===== src/rtl/mc_pwm_pkg.sv =====
`timescale 1ns/1ps
package mc_pwm_pkg;
  typedef enum logic [1:0] {
    RLD_HALF = 2'd0,
    RLD_FULL = 2'd1,
    RLD_NTH  = 2'd2
  } rld_mode_e;
endpackage


===== src/rtl/mc_pwm_carrier.sv =====
`timescale 1ns/1ps
module mc_pwm_carrier
  import mc_pwm_pkg::*;
#(
  parameter int CNT_W  = 8,
  parameter int NDIV_W = 4
)(
  input  logic              clk,
  input  logic              rst,
  input  logic [CNT_W-1:0]  per_act,
  input  logic [1:0]        rld_mode,
  input  logic [NDIV_W-1:0] rld_n,
  output logic [CNT_W-1:0]  cnt,
  output logic              cnt_dn,
  output logic              at_top,
  output logic              at_bot,
  output logic              load
);
  rld_mode_e         mode;
  logic [NDIV_W-1:0] nth_q;

  assign mode   = rld_mode_e'(rld_mode);
  assign at_bot = cnt_dn && (cnt == '0);
  assign at_top = !cnt_dn && (cnt >= per_act);

  always_ff @(posedge clk) begin
    if (rst) begin
      cnt    <= '0;
      cnt_dn <= 1'b1;
    end else if (cnt_dn) begin
      if (cnt == '0) begin
        cnt_dn <= 1'b0;
        cnt    <= CNT_W'(1);
      end else begin
        cnt <= cnt - 1'b1;
      end
    end else if (at_top) begin
      cnt_dn <= 1'b1;
      cnt    <= cnt - 1'b1;
    end else begin
      cnt <= cnt + 1'b1;
    end
  end

  // period divider for the every-Nth mode; zero at reset so the first bottom loads
  always_ff @(posedge clk) begin
    if (rst)
      nth_q <= '0;
    else if (at_bot)
      nth_q <= (nth_q == '0) ? ((rld_n == '0) ? '0 : rld_n - 1'b1) : nth_q - 1'b1;
  end

  always_comb begin
    load = 1'b0;
    if (mode == RLD_HALF)      load = at_bot || at_top;
    else if (mode == RLD_FULL) load = at_bot;
    else                       load = at_bot && (nth_q == '0);
  end

  AST_CNT_STEP: assert property (@(posedge clk) disable iff (rst)
    (!cnt_dn && !at_top) |=> (cnt == $past(cnt) + CNT_W'(1)));
  AST_BOTTOM_TURN: assert property (@(posedge clk) disable iff (rst)
    at_bot |=> (!cnt_dn && cnt == CNT_W'(1)));
endmodule


===== src/rtl/mc_pwm_deadband.sv =====
`timescale 1ns/1ps
module mc_pwm_deadband #(
  parameter int DT_W = 4
)(
  input  logic            clk,
  input  logic            rst,
  input  logic            raw,
  input  logic [DT_W-1:0] dt,
  output logic            hi,
  output logic            lo
);
  logic            raw_q;
  logic [DT_W-1:0] dtc, dtc_n;

  // every raw edge restarts the guard count; both sides stay off until it expires
  always_comb begin
    if (raw != raw_q)     dtc_n = dt;
    else if (dtc != '0)   dtc_n = dtc - 1'b1;
    else                  dtc_n = '0;
  end

  always_ff @(posedge clk) begin
    if (rst) begin
      raw_q <= 1'b0;
      dtc   <= '0;
      hi    <= 1'b0;
      lo    <= 1'b0;
    end else begin
      raw_q <= raw;
      dtc   <= dtc_n;
      hi    <= raw && (dtc_n == '0);
      lo    <= !raw && (dtc_n == '0);
    end
  end

  AST_HI_GAP: assert property (@(posedge clk) disable iff (rst)
    ($rose(hi) && $past(!rst) && $past(dt) != '0) |-> !$past(lo));
  AST_LO_GAP: assert property (@(posedge clk) disable iff (rst)
    ($rose(lo) && $past(!rst) && $past(dt) != '0) |-> !$past(hi));
endmodule


===== src/rtl/mc_pwm_gen.sv =====
`timescale 1ns/1ps
module mc_pwm_gen #(
  parameter int CNT_W  = 8,
  parameter int DT_W   = 4,
  parameter int NDIV_W = 4,
  parameter int NPH    = 3
)(
  input  logic                  clk,
  input  logic                  rst,
  input  logic [CNT_W-1:0]      period_sh,
  input  logic [NPH*CNT_W-1:0]  duty_sh,
  input  logic [CNT_W-1:0]      aux_duty_sh,
  input  logic [DT_W-1:0]       dead_time,
  input  logic [1:0]            rld_mode,
  input  logic [NDIV_W-1:0]     rld_n,
  input  logic                  fault_in,
  input  logic                  fault_clr,
  output logic [NPH-1:0]        pwm_hi,
  output logic [NPH-1:0]        pwm_lo,
  output logic                  pwm_aux,
  output logic                  fault_flag,
  output logic [CNT_W-1:0]      cnt_val,
  output logic                  cnt_dn,
  output logic                  cycle_irq
);
  localparam int DUTY_W = NPH * CNT_W;

  logic [CNT_W-1:0]          per_act;
  logic [NPH-1:0][CNT_W-1:0] duty_act;
  logic [CNT_W-1:0]          aux_act;
  logic                      at_top, at_bot, load;
  logic                      irq_q, aux_q, fault_q, kill;
  logic [NPH-1:0]            raw, hi_q, lo_q;

  function automatic logic cmp_on(input logic [CNT_W-1:0] d, input logic [CNT_W-1:0] c,
                                  input logic dn, input logic [CNT_W-1:0] p);
    if (d == '0)      return 1'b0;
    else if (d >= p)  return 1'b1;
    else if (dn)      return c <= d;
    else              return c < d;
  endfunction

  mc_pwm_carrier #(.CNT_W(CNT_W), .NDIV_W(NDIV_W)) u_carrier (
    .clk(clk), .rst(rst), .per_act(per_act), .rld_mode(rld_mode), .rld_n(rld_n),
    .cnt(cnt_val), .cnt_dn(cnt_dn), .at_top(at_top), .at_bot(at_bot), .load(load)
  );

  always_ff @(posedge clk) begin
    if (rst) begin
      per_act  <= '0;
      duty_act <= '0;
      aux_act  <= '0;
      irq_q    <= 1'b0;
    end else begin
      irq_q <= load;
      if (load) begin
        per_act  <= period_sh;
        duty_act <= DUTY_W'(duty_sh);
        aux_act  <= aux_duty_sh;
      end
    end
  end

  generate
    for (genvar i = 0; i < NPH; i++) begin : g_phase
      assign raw[i] = cmp_on(duty_act[i], cnt_val, cnt_dn, per_act);
      mc_pwm_deadband #(.DT_W(DT_W)) u_db (
        .clk(clk), .rst(rst), .raw(raw[i]), .dt(dead_time),
        .hi(hi_q[i]), .lo(lo_q[i])
      );
    end
  endgenerate

  always_ff @(posedge clk) begin
    if (rst) aux_q <= 1'b0;
    else     aux_q <= cmp_on(aux_act, cnt_val, cnt_dn, per_act);
  end

  always_ff @(posedge clk) begin
    if (rst)            fault_q <= 1'b0;
    else if (fault_in)  fault_q <= 1'b1;
    else if (fault_clr) fault_q <= 1'b0;
  end

  // gate-only blanking path so the fault acts even without clock edges
  assign kill       = fault_in | fault_q;
  assign pwm_hi     = hi_q & {NPH{~kill}};
  assign pwm_lo     = lo_q & {NPH{~kill}};
  assign pwm_aux    = aux_q & ~kill;
  assign fault_flag = fault_q;
  assign cycle_irq  = irq_q;

  AST_FAULT_SET: assert property (@(posedge clk) disable iff (rst)
    ($past(!rst) && $past(fault_in)) |-> fault_flag);
  AST_FAULT_HOLD: assert property (@(posedge clk) disable iff (rst)
    ($past(!rst) && $past(fault_flag) && !$past(fault_clr)) |-> fault_flag);
  AST_RELOAD_POINT: assert property (@(posedge clk) disable iff (rst)
    cycle_irq |-> $past(cnt_val == '0 || (!cnt_dn && cnt_val >= per_act)));
  AST_DUTY_HOLD: assert property (@(posedge clk) disable iff (rst)
    !cycle_irq |-> ($stable(duty_act) && $stable(per_act)));
endmodule


===== config.mk =====
export PLATFORM = sky130hd
export DESIGN_NAME = mc_pwm_gen
export DESIGN_NICKNAME = d
export VERILOG_FILES = /design/src/rtl/mc_pwm_pkg.sv /design/src/rtl/mc_pwm_carrier.sv /design/src/rtl/mc_pwm_deadband.sv /design/src/rtl/mc_pwm_gen.sv
export SDC_FILE = /design/constraint.sdc
export NUM_CORES = 1
export LEC_CHECK = 0
export BUFFER_PORTS_ARGS = -buffer_cell sky130_fd_sc_hd__buf_2
export CAP_MARGIN = 30
export CORE_UTILIZATION = 55
export CTS_CLUSTER_SIZE = 12
export DETAILED_ROUTE_END_ITERATION = 6
export PLACE_DENSITY_LB_ADDON = 0.15
export SKIP_LAST_GASP = 1
export SLEW_MARGIN = 40
export SYNTH_ARGS = -nofsm -noshare
export SYNTH_HDL_FRONTEND = slang
export SYNTH_HIERARCHICAL = 1
export SYNTH_SLANG_ARGS = --single-unit
export TNS_END_PERCENT = 30

===== constraint.sdc =====
create_clock -name clk -period 6.7 [get_ports clk]
set_clock_uncertainty 0.15 [all_clocks]
set_input_delay 0.67 -clock clk [delete_from_list [all_inputs] [get_ports clk]]
set_output_delay 0.67 -clock clk [all_outputs]
set_load 0.005 [all_outputs]

==> results of run 1 <==
## placed cells by master, fill, tap and decap left out, types with 5 or more instances in the layout
cell type / count
dfxtp_1: 77
ha_1: 76
buf_2: 71
nor2_1: 68
inv_1: 56
mux2i_1: 40
a21oi_1: 32
nand2_1: 24
a211oi_1: 18
o21ai_0: 17
nor4_1: 13
nor3_1: 12
nand3_1: 11
nand4_1: 11
clkbuf_8: 10
nand2b_1: 9
and2_1: 7
nor2b_1: 7
o211ai_1: 5
xnor2_1: 5
## final cells by class
| type | instances | area, µm² | area share, % |
|---|---|---|---|
| Multi-Input combinational cell | 429 | 3251 | 57.12 |
| Sequential cell | 77 | 1541 | 27.09 |
| Timing Repair Buffer | 72 | 362.8 | 6.376 |
| Inverter | 57 | 214.0 | 3.760 |
| Clock buffer | 10 | 137.6 | 2.419 |
| Tap cell | 108 | 135.1 | 2.375 |
| Clock inverter | 4 | 48.80 | 0.8575 |
## cells by family after synthesis
family,after synthesis,share of synthesized area (%)
xor gates and xnor gates,9,2.001
buffers and inverters,71,5.557
muxes,42,8.422
AOI/OAI and AO/OA,120,16.67
and+or+nand+nor,182,18.15
adders and majority gates,76,18.77
DFF,77,30.43
## flip-flops by register name (all words and copies together), names as in the netlist
signal	flops
duty_act	24
g_phase.u_db/dtc	12
aux_act	8
per_act	8
u_carrier/cnt	8
u_carrier/nth_q	4
g_phase.u_db/hi	3
g_phase.u_db/lo	3
g_phase.u_db/raw_q	3
aux_q	1
cycle_irq	1
fault_flag	1
u_carrier/cnt_dn	1
## stage by stage
step | std cells | hold slack (ps)
after floorplan | 577 | 315.4
after global placement | 743 | 331.9
after detailed placement | 743 | 341.4
after CTS | 757 | 360.3
after global routing | 757 | 397.4
final | 757 | 353.7
## how the worst min path moves through the flow
stage / startpoint / endpoint / slack [ps] / cells after the start
after detailed placement: fault_flag / fault_flag / 340 / 2
after global placement: fault_flag / fault_flag / 330 / 2
after floorplan: u_carrier/nth_q[3] / u_carrier/nth_q[3] / 320 / 1
final: fault_flag / fault_flag / 350 / 2
after CTS: fault_flag / fault_flag / 360 / 2
after global routing: fault_flag / fault_flag / 400 / 2
## per-layer routing
layer | GRT usage, % | share of wire, %
met5 | 0 | 0
met4 | 10.61 | 2.6
met3 | 4.080 | 5.8
met2 | 44.31 | 47
met1 | 32.37 | 45
## power breakdown
part	leakage (nW)	internal, W	switching [W]
Clock	0.0984	0.000178	0.000169
Sequential	0.629	0.000591	0.000192
Combinational	1.66	0.000724	0.000848
## worst max-delay path, delay by kind of cell (launching register included)
kind	cells	cell delay (ps)
AOI/OAI and AO/OA	5	1250
xor gates and xnor gates	1	200
adders and majority gates	1	340
DFF	1	670
and+or+nand+nor	2	540
==> metrics.txt, run 1 <==
outcome finished, violations left; failing checks DRC; CP Data Required Time just under 7000 ps; Main synth FF type dfxtp_1; TritonRoute pass-1 iters 7; # rows 34; ys async rst share 0%; R2R cell count 9; Syn Nets a little over 700; Syn-to-layout area delta 12.32%; DRC 8; Leak about 2.4 nW; VDD IR max approximately 0.24 mV; CP peak stage delay around 670 ps; worst reg2reg endpoint g_phase[0].u_db/dtc[0]; CP Capture Point g_phase[0].u_db/dtc[0]; Clk Latency, worst-skew pair roughly 360 ps; Max Fanout on Critical Path 11; Yosys top cell by area dfxtp_1; Worst setup EP type flop; type of origin of the critical path flop; overall routing resource usage between 20 and 30%; sequential area share after synthesis 30.43%; Critical path origin u_carrier/cnt[1]; hold_buf cts 0; Initial Util between 50% and 60%; DR iter-0 viols 218; WL per Instance approximately 16 µm; fillers approximately 770; Worst Path Arrival about 3400 ps; GPL Wtd Cong 0.8537; type of the worst setup path reg2reg; number of global-route vias before repair around 4300; Yosys top cell area share ~30%; Post-Syn Area about 5100 µm²; Worst path slowest cell dfxtp_1; Post-DP Area 5504 µm²; total power approximately 0.0027 W; TritonCTS clock tree yes; largest net degree at the start of global routing 74; share of post-route cells with drive strength above 1 16.18%; most common cell in the netlist dfxtp_1; Clock Sinks 77; Setup-failing EPs final 0; antenna violations before repair 0; Cell variety after synth 60; Final Hold Viols 0; flop2flop setup slack 3490 ps; Root Driver clkbuf_8; Final Max Tran Viols 0; final WL 12.01 mm; Congestion Overflow GR 0; Power Density approximately 470 nW/µm²; Setup Buffers After CTS 0; htree depth 3; CTS Buf Count 9; overall die height roughly 98 µm; die area between 9000 and 10000 µm²; input/output buffers between 70 and 80; Period minus WS final 3215 ps; Post-synth EDFFs 0; number of synthesized register bits 77; IO Pins ~70; max_slew headroom between 40% and 50%; cells along the critical path ha_1, nor2b_1, o211ai_1, a21oi_1, a211oi_1, a2bb2oi_1, xor2_2, or3_1, a21oi_2; Synth warnings 6; top post-synthesis cells by area dfxtp_1 30%, ha_1 19%, mux2i_1 7.9%; via/cell ratio 5.881; design area between 5000 and 6000 µm²; Antenna diodes 0; Net count, final 776; CTS Buffer Depth 2; global-route wire length before repair around 20 mm; unrepaired setup endpoints after global routing false; HP Class reg2reg; final worst setup slack about 3500 ps; Core ar. about 9000 µm²; Post-Syn Instances just under 600; Placement Setup Slack roughly 3600 ps; post-layout util between 60% and 70%; Mean Syn Cell Area a little under 9 µm²; placed wire-length estimate slightly below 9 mm; Maximum Capacitance Violations 0; worst r2r src u_carrier/cnt[1]; Final TNS setup 0 ps; Routed Antenna Nets 0; clk slew on worst S/H paths 80 ps; post_cts resized 0; Post-synth top cells 77 x dfxtp_1, 76 x ha_1, 68 x nor2_1, 56 x inv_1, 40 x mux2i_1; Die Wd between 90 and 100 µm; Tcrit/Tclk final 47.98%; via count 4452; Worst-Margin Slew 797.2 ps; Max Freq 0.3111 GHz
Note: power is estimated with default switching activity, not from simulation.
==> run 2: changes to the inputs <==
- ABC_AREA: default -> 1
- clock period: 6.7 -> 3.3 ns (I/O delays scaled with it)
==> metrics.txt, run 2 <==
CTS Buf Count 9; Syn-to-layout area delta 13.13%; worst reg2reg endpoint aux_act[1]; sequential area share after synthesis between 20% and 30%; share of post-route cells with drive strength above 1 a little under a fifth; Period minus WS final roughly 2900 ps; Root Driver clkbuf_8; clk slew on worst S/H paths about 90 ps; max reg flops 24; TritonCTS clock tree yes; HP Class in2reg; Worst-Margin Slew 678.4 ps; number of global-route vias before repair between 4000 and 5000; Syn Nets between 900 and 1000; storage element area ~1500 µm²; Critical path origin u_carrier/cnt[3]; Post-Syn Area 5423 µm²; DR iter-0 viols 179; Congestion Overflow GR 0; max_slew headroom ~55%; Worst setup EP type flop; Antenna diodes 0; Final Max Tran Viols 0; DRC 0; largest net degree at the start of global routing 67; Initial Util between 50% and 60%; Clock Sinks 77; Final TNS setup 0 ps; Tcrit/Tclk final slightly below 90%; biggest regs duty_act x24, g_phase.u_db/dtc x12; Die Wd ~100 µm; Final Hold Viols 0; htree depth 3; Post-synth top cells 172 x nand2_1, 119 x inv_1, 81 x a21oi_1, 77 x dfxtp_1, 76 x ha_1; flop2flop setup slack 360 ps; Biggest register duty_act; CP Data Required Time around 3500 ps; global-route wire length before repair around 22 mm; ys async rst share 0%; Cell variety after synth 41; number of synthesized register bits 77; type of the worst setup path reg2reg; Maximum Capacitance Violations 0; overall routing resource usage ~28%; Max Fanout on Critical Path between 60 and 70; most common cell in the netlist nand2_1; Core ar. about 9400 µm²; placed wire-length estimate about 10 mm; leading cell type in the layout, fill and taps excluded nand2_1; Yosys top cell area share 28.43%; Yosys top cell by area dfxtp_1; Mean Syn Cell Area about 7 µm²; antenna violations before repair 0; CP Capture Point aux_act[1]; Routed Antenna Nets 0; GPL Wtd Cong 0.9058; Worst Path Arrival 3100 ps; type of origin of the critical path flop; IO Pins about 70; outcome finished clean; Synth warnings 6; post_cts resized 0; Post-Syn Instances a little under 800; top post-synthesis cells by area dfxtp_1 28%, ha_1 18%, nand2_1 12%; Setup-failing EPs final 0; Net count, final a little under 1000; multi-input logic area 3291 µm²; CTS Buffer Depth 2; R2R cell count 13; input/output buffers 71; WL per Instance about 14 µm; Max Freq 0.3401 GHz; # rows 35; TritonRoute pass-1 iters 4; worst r2r src u_carrier/cnt[3]; Post-synth EDFFs 0; Main synth FF type dfxtp_1; final WL about 14 mm; unrepaired setup endpoints after global routing false; Clk Latency, worst-skew pair approximately 370 ps; Setup Buffers After CTS 0; via count 5216; most frequent cells in the layout 172 x nand2_1, 119 x inv_1, 81 x a21oi_1; fillers 845; via/cell ratio ~5.3; overall die height 101.3 µm; die area around 10000 µm²
run 2: cell count changes in the layout (fill, tap and decap cells not counted), moves of 15 or more:
| cell | delta |
|---|---|
| o21ai_1 | +41 |
| inv_1 | +63 |
| a21oi_1 | +49 |
| nand2_1 | +148 |
| mux2i_1 | -40 |
| nand2_2 | +15 |
| a211oi_1 | -17 |
run 2: kinds of logic (layout without fill, tap and decap cells):
| kind of cell | after synthesis | count (layout) | synth area share (%) |
|---|---|---|---|
| compound gates | 147 | 147 | 14.42 |
| fa+ha+maj | 76 | 76 | 17.54 |
| xor+xnor | 10 | 10 | 1.615 |
| simple gates | 322 | 322 | 27.11 |
| buf+inv | 149 | 230 | 10.89 |
| flops | 77 | 77 | 28.43 |
run 2: cell type report:
cell class                      count  area share, %
Sequential cell                    77          25.13
Tap cell                          129          2.631
Clock inverter                      5         0.9790
Inverter                          135          8.301
Timing Repair Buffer               79          7.016
Clock buffer                       11          2.305
Multi-Input combinational cell    555          53.64
run 2: critical path, stage by stage (launching register included):
cell and delay (ps):
dfxtp_1 750, ha_1 370, a21oi_1 210, nand2_1 110
nand2_1 80, nand3_2 120, nand2_1 110, inv_2 30
nand2_1 60, a21boi_2 60, inv_2 210, buf_12 290
o21ai_1 120, a21oi_1 150
run 2: what timing repair did:
| item | 4_1_cts | 5_1_grt |
|---|---|---|
| hold buffers | 1 | 0 |
| endpoints found under the hold margin | 1 | 0 |
| setup endpoints to repair | 0 | 0 |
run 2: worst min path at each step:
stage                                   endpoint  slack, ps               start  cells after the start
after CTS                             per_act[0]         40        period_sh[0]                      3
final                                 per_act[0]         50        period_sh[0]                      3
after floorplan           g_phase[0].u_db/dtc[0]        250                 rst                      1
after detailed placement      u_carrier/nth_q[1]        320  u_carrier/nth_q[1]                      2
after global routing                  fault_flag         50            fault_in                      3
after global placement        u_carrier/nth_q[1]        310  u_carrier/nth_q[1]                      2
run 2: per-layer routing:
layer | routed length (µm) | up-vias | GRT usage [%]
li1 | - | 2657 | -
met1 | 6177 | 2377 | 34.24
met2 | 6405 | 147 | 48.19
met3 | 769 | 35 | 5.245
met4 | 456 | 0 | 13.82
met5 | 0 | - | 0
run 2: metrics by stage:
stage | cell area (µm²) | util, % | hold WS, ps | cells | setup WS, ps
after floorplan | 5423 | - | 249.1 | 781 | 1075
after global placement | 5923 | 62.91 | 305.5 | 974 | 669.6
after detailed placement | 5923 | 62.91 | 316.0 | 974 | 440.3
after CTS | 6135 | 65.16 | 44.67 | 991 | 415.2
after global routing | 6135 | 65.16 | 46.57 | 991 | 157.3
final | 6135 | 65.16 | 47.91 | 991 | 359.6
Power of run 2 is not shown: default switching activity piles up to over one toggle a cycle in this logic, so the estimate is an artifact.
